===== config.mk =====
export PLATFORM = sky130hd
export DESIGN_NAME = console_mmio
export DESIGN_NICKNAME = d
export VERILOG_FILES = /design/src/rtl/cio_pkg.sv /design/src/rtl/cio_decode.sv /design/src/rtl/cio_rx_chan.sv /design/src/rtl/cio_tx_chan.sv /design/src/rtl/console_mmio.sv
export SDC_FILE = /design/constraint.sdc
export NUM_CORES = 1
export LEC_CHECK = 0
export ABC_AREA = 0
export BUFFER_PORTS_ARGS = -buffer_cell sky130_fd_sc_hd__buf_2
export CORE_MARGIN = 2
export CORE_UTILIZATION = 36
export DETAILED_ROUTE_END_ITERATION = 10
export MAX_ROUTING_LAYER = met4
export PLACE_DENSITY = 0.8
export SLEW_MARGIN = 10
export SYNTH_ARGS = -nofsm -noshare
export SYNTH_HDL_FRONTEND = slang
export SYNTH_HIERARCHICAL = 1
export SYNTH_SLANG_ARGS = --single-unit

===== constraint.sdc =====
create_clock -name clk -period 2.4 [get_ports clk]
set_input_delay 0.24 -clock clk [delete_from_list [all_inputs] [get_ports clk]]
set_output_delay 0.24 -clock clk [all_outputs]
set_load 0.01 [all_outputs]

===== src/rtl/cio_pkg.sv =====
package cio_pkg;
  localparam int WORD_W  = 32;
  localparam int BYTE_W  = 8;
  localparam int RDY_BIT = 0;
  localparam int IEN_BIT = 1;

  typedef enum logic [1:0] {
    SLOT_RX_CTRL = 2'd0,
    SLOT_RX_DATA = 2'd1,
    SLOT_TX_CTRL = 2'd2,
    SLOT_TX_DATA = 2'd3
  } cio_slot_e;

  function automatic logic [WORD_W-1:0] pack_ctrl(input logic rdy, input logic ien);
    logic [WORD_W-1:0] w;
    w = '0;
    w[RDY_BIT] = rdy;
    w[IEN_BIT] = ien;
    return w;
  endfunction

  function automatic logic [WORD_W-1:0] pack_data(input logic [BYTE_W-1:0] b);
    logic [WORD_W-1:0] w;
    w = '0;
    w[BYTE_W-1:0] = b;
    return w;
  endfunction

  function automatic cio_slot_e slot_of(input logic [1:0] idx);
    return cio_slot_e'(idx);
  endfunction
endpackage


===== src/rtl/cio_decode.sv =====
module cio_decode
  import cio_pkg::*;
#(
  parameter int              ADDR_W = 32,
  parameter logic [ADDR_W-1:0] BASE = '0
) (
  input  logic [ADDR_W-1:0] addr,
  input  logic              wr,
  input  logic              rd,
  output logic              hit,
  output cio_slot_e         slot,
  output logic              wr_rx_ctrl,
  output logic              wr_tx_ctrl,
  output logic              wr_tx_data,
  output logic              rd_rx_data
);
  generate
    if (ADDR_W > 4) begin : g_window
      assign hit = (addr[ADDR_W-1:4] == BASE[ADDR_W-1:4]);
    end else begin : g_full
      assign hit = 1'b1;
    end
  endgenerate

  logic unused_lsb;
  assign unused_lsb = ^addr[1:0];

  assign slot       = slot_of(addr[3:2]);
  assign wr_rx_ctrl = hit && wr && (slot == SLOT_RX_CTRL);
  assign wr_tx_ctrl = hit && wr && (slot == SLOT_TX_CTRL);
  assign wr_tx_data = hit && wr && (slot == SLOT_TX_DATA);
  assign rd_rx_data = hit && rd && (slot == SLOT_RX_DATA);
endmodule


===== src/rtl/cio_rx_chan.sv =====
module cio_rx_chan
  import cio_pkg::*;
(
  input  logic              clk,
  input  logic              rst_n,
  input  logic [BYTE_W-1:0] in_byte,
  input  logic              in_valid,
  input  logic              take,
  input  logic              ctrl_wr,
  input  logic              ien_d,
  output logic              rdy,
  output logic              ien,
  output logic [BYTE_W-1:0] data
);
  always_ff @(posedge clk) begin
    if (!rst_n) begin
      rdy  <= 1'b0;
      ien  <= 1'b0;
      data <= '0;
    end else begin
      if (in_valid) begin
        data <= in_byte;
        rdy  <= 1'b1;
      end else if (take) begin
        rdy <= 1'b0;
      end
      if (ctrl_wr) ien <= ien_d;
    end
  end
endmodule


===== src/rtl/cio_tx_chan.sv =====
module cio_tx_chan
  import cio_pkg::*;
(
  input  logic              clk,
  input  logic              rst_n,
  input  logic              load,
  input  logic [BYTE_W-1:0] load_byte,
  input  logic              ctrl_wr,
  input  logic              ien_d,
  input  logic              accept,
  output logic              rdy,
  output logic              ien,
  output logic [BYTE_W-1:0] out_byte,
  output logic              out_valid,
  output logic              ev_load,
  output logic              ev_done
);
  assign ev_load   = load && rdy;
  assign ev_done   = !rdy && accept;
  assign out_valid = !rdy;

  always_ff @(posedge clk) begin
    if (!rst_n) begin
      rdy      <= 1'b1;
      ien      <= 1'b0;
      out_byte <= '0;
    end else begin
      if (ev_load) begin
        out_byte <= load_byte;
        rdy      <= 1'b0;
      end else if (ev_done) begin
        rdy <= 1'b1;
      end
      if (ctrl_wr) ien <= ien_d;
    end
  end
endmodule


===== src/rtl/console_mmio.sv =====
module console_mmio
  import cio_pkg::*;
#(
  parameter int                ADDR_W = 32,
  parameter logic [ADDR_W-1:0] BASE   = 32'hFFFF_0000
) (
  input  logic              clk,
  input  logic              rst_n,
  input  logic [ADDR_W-1:0] bus_addr,
  input  logic              bus_wr,
  input  logic              bus_rd,
  input  logic [31:0]       bus_wdata,
  output logic [31:0]       bus_rdata,
  input  logic [7:0]        kb_byte,
  input  logic              kb_valid,
  output logic [7:0]        disp_byte,
  output logic              disp_valid,
  input  logic              disp_accept,
  output logic              irq_rx,
  output logic              irq_tx
);
  logic      hit;
  cio_slot_e slot;
  logic      wr_rx_ctrl, wr_tx_ctrl, wr_tx_data, rd_rx_data;
  logic      rx_rdy, rx_ien, tx_rdy, tx_ien;
  logic [BYTE_W-1:0] rx_data;
  logic      ev_tx_load, ev_tx_done;

  logic unused_hi;
  assign unused_hi = ^bus_wdata[WORD_W-1:BYTE_W];

  cio_decode #(.ADDR_W(ADDR_W), .BASE(BASE)) u_dec (
    .addr(bus_addr), .wr(bus_wr), .rd(bus_rd), .hit(hit), .slot(slot),
    .wr_rx_ctrl(wr_rx_ctrl), .wr_tx_ctrl(wr_tx_ctrl),
    .wr_tx_data(wr_tx_data), .rd_rx_data(rd_rx_data)
  );

  cio_rx_chan u_rx (
    .clk(clk), .rst_n(rst_n), .in_byte(kb_byte), .in_valid(kb_valid),
    .take(rd_rx_data), .ctrl_wr(wr_rx_ctrl), .ien_d(bus_wdata[IEN_BIT]),
    .rdy(rx_rdy), .ien(rx_ien), .data(rx_data)
  );

  cio_tx_chan u_tx (
    .clk(clk), .rst_n(rst_n), .load(wr_tx_data), .load_byte(bus_wdata[BYTE_W-1:0]),
    .ctrl_wr(wr_tx_ctrl), .ien_d(bus_wdata[IEN_BIT]), .accept(disp_accept),
    .rdy(tx_rdy), .ien(tx_ien), .out_byte(disp_byte), .out_valid(disp_valid),
    .ev_load(ev_tx_load), .ev_done(ev_tx_done)
  );

  always_comb begin
    bus_rdata = '0;
    if (hit) begin
      unique case (slot)
        SLOT_RX_CTRL: bus_rdata = pack_ctrl(rx_rdy, rx_ien);
        SLOT_RX_DATA: bus_rdata = pack_data(rx_data);
        SLOT_TX_CTRL: bus_rdata = pack_ctrl(tx_rdy, tx_ien);
        SLOT_TX_DATA: bus_rdata = '0;
        default:      bus_rdata = '0;
      endcase
    end
  end

  assign irq_rx = rx_rdy && rx_ien;
  assign irq_tx = tx_rdy && tx_ien;
endmodule


* After elaboration in Yosys (flattened, before gate mapping)
Cells that the tools add are included.
** Storage, ports and cells
- Register bits :: 20
- Bits in latches :: 0
- Memory bits (writable) :: 0
- ROM bits :: 0
- Input bits :: 78
- Output and inout port bits :: 43
- Word-level logic and storage cells :: 30
- Memories :: 0
** Cells by class
- Add/sub/neg operators :: 0
- Multipliers :: 0
- Div/mod/pow operators :: 0
- $lt $le $gt $ge :: 0
- Eq/ne operators :: 4
- Shifts and indexed selects :: 0
- Multiplexer cells :: 6
- Bitwise operators :: 0
- Reduce and logical (&&, ||, !) cells :: 14
** Operator list (count)
- one-hot mux 32 bit (4 select lines) :: 1
- 2-to-1 mux 32 bit :: 1
- == test 28 bit, second input constant :: 1
- logical AND 1 bit :: 10
- == test 2 bit, second input constant :: 2
- 2-to-1 mux 1 bit :: 4
- nonzero test 2 bit :: 2
- == test 2 x 1 -> 1 bit, second input constant :: 1
- logical NOT 2 bit :: 1
- logical NOT 1 bit :: 1

* Depth between registers and ports, before layout
Gate-level depths: netlist of the first run.
- Depth after elaboration :: 5
- Gate-level depth with buffers :: 7
- Mapped depth without buffers :: 6

* Modules after synthesis
Netlist of the first run, hierarchy kept.
** By module, submodules not included
- cio_tx_chan :: times used 1, cells each 46, area each 439.2 um^2, seq. area each 200.2 um^2
- cio_rx_chan :: times used 1, cells each 31, area each 371.6 um^2, seq. area each 200.2 um^2
- console_mmio :: times used 1, cells each 43, area each 301.5 um^2, seq. area each 0.0 um^2
- cio_decode :: times used 1, cells each 21, area each 146.4 um^2, seq. area each 0.0 um^2

* Worst setup path after synthesis of the first run
OpenSTA, ideal clock, no wires.
- Kind :: input port to flip-flop
- From :: input port bus_addr[25]
- To :: register u_tx.out_byte[0]
- Library setup time :: 115 ps
- Arrival time :: 1639 ps
- Path slack :: 645 ps
- Stages on the path :: 7
- Path buffers :: 2
- Path through :: nand4_1 -> or4b_4 -> nor4_1 -> buf_6 -> and2_4 -> buf_6 -> o21ai_2
** Between the ends
- Word-level cells in the longest chain between the ends :: 4
** Ends and longest elaborated chain
- start: declaration :: RTL line console_mmio.sv:9 : input logic [ADDR_W-1:0] bus_addr,
- == test 28 bit :: RTL line cio_decode.sv:19 : assign hit = (addr[ADDR_W-1:4] == BASE[ADDR_W-1:4]);
- logical AND 1 bit (2 in a row) :: RTL line cio_decode.sv:31 : assign wr_tx_data = hit && wr && (slot == SLOT_TX_DATA);
- via wr_tx_data :: RTL line console_mmio.sv:24 : logic wr_rx_ctrl, wr_tx_ctrl, wr_tx_data, rd_rx_data;
- logical AND 1 bit :: RTL line cio_tx_chan.sv:18 : assign ev_load = load && rdy;
- via ev_tx_load :: RTL line console_mmio.sv:27 : logic ev_tx_load, ev_tx_done;
- end signal: assignment :: RTL line cio_tx_chan.sv:29 : out_byte <= load_byte;
- end: declaration :: RTL line cio_tx_chan.sv:13 : output logic [BYTE_W-1:0] out_byte,
The timed path passes the listed nets, and every way through them passes these cells.
A chain may end at the register's enable or synchronous reset.

* Final worst setup path of the first run
- From :: input port bus_addr[25]
- To :: output port bus_rdata[5]
** Between the ends
- Word-level cells in the longest chain between the ends :: 2
** Ends and longest elaborated chain
- == test 28 bit :: RTL line cio_decode.sv:19
- via hit :: RTL line console_mmio.sv:22 : logic hit;
- 2-to-1 mux 32 bit :: RTL line console_mmio.sv:53 : if (hit) begin
- end: declaration :: RTL line console_mmio.sv:13 : output logic [31:0] bus_rdata,
The timed path passes the listed nets, and every way through them passes these cells.

==> results.yml, run 1 <==
run_status:
  status: "complete, no violations"
worst_setup_path:
  cp_num_buf_inv: 2
  cpPeakStageDelay_ns: 0.56
  cp_data_arrival_time_ns: 1.76
  r2r_start: "u_tx/rdy"
  timing.critical_path.from_type: "input pin"
  crit_top_cell: "buf_2"
  worstSetupPathType: "in -> out"
  reg2reg_slack_ns: 1.29
  cp-end-kind: "primary output"
  path_cells: "buf_2 -> nand4_1 -> or4b_4 -> nor3_1 -> nand2_1 -> nor2_2 -> and2_1 -> buf_2"
  critPathTopFamily: "simple AND/OR/NAND/NOR gates"
  path_max_fanout: 6
  r2r-end: "u_tx/out_byte[1]"
  worstRegToRegCells: 2
  cpMaxStageDelayCell: "or4b_4"
  cp_data_required_time_ns: 2.16
synthesis:
  async_flop_share_pct: 0
  synth_common_cells: "buf_4 (27), dfxtp_1 (20), mux2i_1 (12), nor2b_1 (12), nand4_1 (11)"
  yosysWarnings: 6
  synth.top_cell.area_share_pct: 31.81
  yosys.area.top_type: "dfxtp_1"
  ys_seq_elements: 20
  synth_edf_count: 0
  synth.distinct_cells: 26
  yosysMostFrequentCell: "buf_4"
  yosysSeqAreaShare_pct: 31.81
  avgSynthCellArea_um2: 8.927
  synthTopCellsByArea: "dfxtp_1 (32%), buf_4 (16%), mux2i_1 (9.5%)"
  synthFlopType: "dfxtp_1"
  synthCells: 141
  netlist_area_um2: 1259
clock_tree:
  cts_resized: 0
  cts.sinks: 20
  cts_hold_buffers: 0
  cts.reportedPaths.clkPinSlew_ns: 0.10
  cts_htree_levels: 1
  clk_latency_ns: 0.28
  postCtsSetupBuffers: 0
  cts_root_buf: "clkbuf_4"
  numCtsBuffers: 3
  clockBufferDepth: 2
  cts_tree: "done"
floorplan:
  io_pins: 121
  die_y_um: 63.13
  core_area_um2: 3337
  die_x_um: 63.13
  num_rows: 21
  start_util_pct: 37.72
  die-area_um2: 3985
cells_and_area:
  syn_to_final_growth_pct: 22.07
  drive_gt1_share_pct: 41.75
  finalNetCount: 286
  utilization_pct: 46.04
  diodes: 0
worst_hold_path:
  worstHoldStart: "bus_wdata[7]"
  min-delay-path-class: "in -> reg"
  whs_path_depth: 3
  min_to: "u_tx/out_byte[7]"
flow_run:
  maxCapViolCount: 0
drt:
  wl_um: 2790
  first_pass_iters: 4
  vias: 1141
  viasPerCell: 4.528
  ant_nets: 0
  wire_per_inst_um: 11.07
  dr.first_iter.drc_count: 26
  drc: 0
timing:
  setup_violations: 0
  slew_violations: 0
  rsz0062_at_grt: "false"
  finalSetupTns_ns: 0
  clock_skew_ns: 0.0004407
  fmax_mhz: 500.2
  final-hold-violation-count: 0
  post-route-period-util_pct: 83.30
  setup_slack_ns: 0.4008
  post-route-min-period_ns: 1.999
placed_design:
  post-place-ws_ns: 0.3909
  port_buffers: 70
  routabilityCongestion: 0.7282
  hpwl_um: 2169
global_routing:
  grt.total_usage_pct: 14.77
  grt_pass1_wl_um: 4712
  antenna_found_initial: 0
  grt_overflow_total: 0
  grt_max_degree: 29
  grt_pass1_vias: 1105
pwr:
  p_leak_uw: 0.0007725
  p_per_area_nw_per_um2: 386.7
  ir_worst_vdd_v: 0.0002783
==> kinds of logic (layout without fill, tap and decap cells) <==
kind of cell           after synthesis  count (layout)  share of synthesized area (%)
multiplexers                        12              12                          9.543
flip-flops                          20              20                          31.81
buffers and inverters               33              75                          19.88
AND/OR/NAND/NOR                     64              64                          31.51
other                                1              24                         0.2979
AO/OA/AOI/OAI                       11              11                          6.959
==> per-stage QoR <==
step	cell area [um^2]	hold WS, ns	power [uW]	std cells
6_report	1536	0.1948	594.2	252
5_1_grt	1536	0.1983	631.6	252
4_1_cts	1536	0.1799	604.4	252
3_5_place_dp	1514	0.4482	451.1	249
3_3_place_gp	1514	0.4452	448.8	249
2_1_floorplan	1345	0.3575	434.7	164
==> power by group <==
part / switching [uW] / internal, uW
Sequential: 4.12 / 341
Combinational: 51.8 / 47.1
Clock: 91.9 / 58.3
==> worst min-delay path: stages <==
cell and delay [ns]:
buf_2 0.07, nand4_1 0.08, o21ai_2 0.06
==> per-layer routing <==
metal	GRT usage [%]	vias to the layer above	wire, um
li1	-	570	-
met3	3.036	2	303
met2	26.46	62	1346
met4	6.389	0	16
met1	15.66	507	1124
met5	-	-	0
==> cells in the final DEF (no fill, tap or decap), types with 2 or more instances in the layout <==
cell type  instances
and2_1            10
buf_2             70
clkbuf_4           3
conb_1            24
dfxtp_1           20
mux2i_1           12
nand2_1           10
nand3b_1           5
nand4_1           11
nor2b_1           12
nor4_1             6
o21ai_1            2
o21ai_2            8
==> final cells by class <==
class,count,area [um^2]
Clock buffer,3,22.52
Fill cell,357,1800
Inverter,1,3.754
Multi-Input combinational cell,111,694.4
Sequential cell,20,400.4
Tap cell,46,57.56
Timing Repair Buffer,71,357.8
==> state kept, by name (all words and copies together) (netlist names) <==
| name | cells |
|---|---|
| u_rx/data | 8 |
| u_rx/ien | 1 |
| u_rx/rdy | 1 |
| u_tx/ien | 1 |
| u_tx/out_byte | 8 |
| u_tx/rdy | 1 |
==> worst max-delay path by stage <==
stage                      start  cells past startpoint                to  slack (ns)
CTS                 bus_addr[25]                      8      bus_rdata[5]        0.38
global placement    bus_addr[25]                      8      bus_rdata[3]        0.36
detailed placement  bus_addr[25]                      8      bus_rdata[3]        0.39
global route        bus_addr[15]                      8      bus_rdata[7]        0.19
floorplan           bus_addr[25]                      7  u_tx/out_byte[0]        0.65
finish              bus_addr[25]                      8      bus_rdata[5]        0.40
No activity file was read; power rests on OpenSTA's default activity.
==> inputs of run 2 (changes only) <==
CORE_UTILIZATION = 33   (was 36)
PLACE_DENSITY = 0.77   (was 0.8)
clock period = 1.6 ns   (was 2.4 ns; I/O delays follow)
==> results.yml, run 2 (synthesized netlist as in run 1, its figures left out) <==
cells_and_area:
  fillers: 364
  finalNetCount: 293
  top_regs: "u_rx/data (8), u_tx/out_byte (8)"
  diodes: 0
  final_common_cell: "buf_2"
  syn_to_final_growth_pct: 41.55
  drive_gt1_share_pct: 49.07
  final_cells: 262
  layout_common_cells: "buf_2 (61), conb_1 (24), dfxtp_1 (20)"
drt:
  drc: 0
  viasPerCell: 4.481
  ant_nets: 0
  wl_um: 2992
  dr.first_iter.drc_count: 28
  first_pass_iters: 4
  wire_per_inst_um: 11.42
  vias: 1174
timing:
  post-route-period-util_pct: 102.4
  post-route-min-period_ns: 1.638
  rsz0062_at_grt: "true"
  slew_violations: 0
  clock_skew_ns: 0.0005788
  setup_slack_ns: -0.03764
  final-hold-violation-count: 0
  fmax_mhz: 610.6
  setup_violations: 14
worst_hold_path:
  whs_path_depth: 3
  worstHoldStart: "bus_wdata[3]"
  min_to: "u_tx/out_byte[3]"
  min-delay-path-class: "in -> reg"
worst_setup_path:
  timing.critical_path.from_type: "input pin"
  cp-end-kind: "primary output"
  r2r_start: "u_tx/rdy"
  worstSetupPathType: "in -> out"
  path_max_fanout: 6
  r2r-end: "u_tx/out_byte[2]"
  worstRegToRegCells: 2
  reg2reg_slack_ns: 0.59
  cp_data_required_time_ns: 1.44
  cp_data_arrival_time_ns: 1.48
clock_tree:
  cts_htree_levels: 1
  cts.reportedPaths.clkPinSlew_ns: 0.07
  clockBufferDepth: 2
  cts.sinks: 20
  numCtsBuffers: 3
  cts_tree: "done"
  cts_root_buf: "clkbuf_8"
  clk_latency_ns: 0.25
  cts_hold_buffers: 0
global_routing:
  grt_pass1_wl_um: 4181
  grt.total_usage_pct: 12.86
  grt_pass1_vias: 987
  grt_max_degree: 29
  antenna_found_initial: 0
  grt_overflow_total: 0
floorplan:
  die_y_um: 65.76
  io_pins: 121
  core_area_um2: 3661
  die-area_um2: 4324
  die_x_um: 65.76
  start_util_pct: 34.38
  num_rows: 22
placed_design:
  hpwl_um: 2188
  port_buffers: 70
  post-place-ws_ns: -0.2820
  numPlacedInstances: 256
  routabilityCongestion: 0.7175
pwr:
  swShare_pct: 23.55
  p_per_area_nw_per_um2: 598.5
  clock_power_share_pct: 35.4
  p_switching_uw: 251.1
  power.internal_uw: 815.3
  power_frac_seq_pct: 48.5
  p_leak_uw: 0.0008892
  ir_worst_vdd_v: 0.0004286
  p_comb_share_pct: 16.1
run_status:
  status: "complete, but fails checks"
  violations: "setup timing"
flow_run:
  maxCapViolCount: 0
run 2: cell types whose count changed in the layout (fill, tap and decap cells not counted), sizes merged:
cell	change
buf	+7
clkbuf	+1
run 2: power groups by stage:
stage	Clock [uW]	Sequential (uW)	Combinational, uW
detailed placement	0	529	149
global placement	0	529	146
floorplan	0	527	126
finish	377	518	171
global route	411	519	189
CTS	389	518	165
run 2: routing by layer:
layer / routed length, um / vias up / part of all wire [%] / global-route usage, %
li1: - / 587 / - / -
met1: 1261 / 524 / 42 / 14.78
met2: 1439 / 61 / 48 / 22.60
met3: 272 / 2 / 9.1 / 1.884
met4: 19 / 0 / 0.64 / 4.688
met5: 0 / - / 0 / -
run 2: how the worst max path moves through the flow:
stage	startpoint	endpoint	cells past startpoint
6_report	bus_addr[20]	bus_rdata[7]	8
5_1_grt	bus_addr[20]	bus_rdata[6]	8
4_1_cts	bus_addr[20]	bus_rdata[3]	8
3_5_place_dp	bus_addr[25]	bus_rdata[7]	8
3_3_place_gp	bus_addr[25]	bus_rdata[2]	8
2_1_floorplan	bus_addr[15]	u_tx/out_byte[0]	7
run 2: what timing repair did:
| action | 4_1_cts | 5_1_grt |
|---|---|---|
| buffers inserted | 1 | 0 |
| resized for setup | 14 | 11 |
| endpoints found under the setup margin | 8 | 20 |
| pin swaps | 10 | 11 |
| gates cloned | 0 | 1 |
run 2: area by class of cell:
type | instances | area, um^2 | area share, %
multi-input cells | 111 | 788.3 | 44.24
repair buffers | 78 | 474.2 | 26.62
flip-flops and latches | 20 | 400.4 | 22.47
well taps | 48 | 60.06 | 3.371
clock buffers | 4 | 55.05 | 3.090
inverters | 1 | 3.754 | 0.2107
run 2: stage by stage:
stage                     instance area (um^2)  hold WS (ns)  utilization [%]  power [uW]  TNS (ns)
after global routing                      1782        0.1609            48.67        1120    -1.601
final                                     1782        0.1518            48.67        1066   -0.2841
after detailed placement                  1569        0.4134            42.86       678.4    -3.541
after floorplan                           1360        0.2775                -       653.0         0
after global placement                    1569        0.4064            42.86       674.7    -3.685
after CTS                                 1715        0.1471            46.86        1071   -0.8397
run 2: critical path: stages:
cell,delay (ns)
buf_6,0.06
nand4_1,0.08
or4b_4,0.52
nor3_4,0.16
nand2_2,0.09
nor2_4,0.14
and2_1,0.14
buf_2,0.12
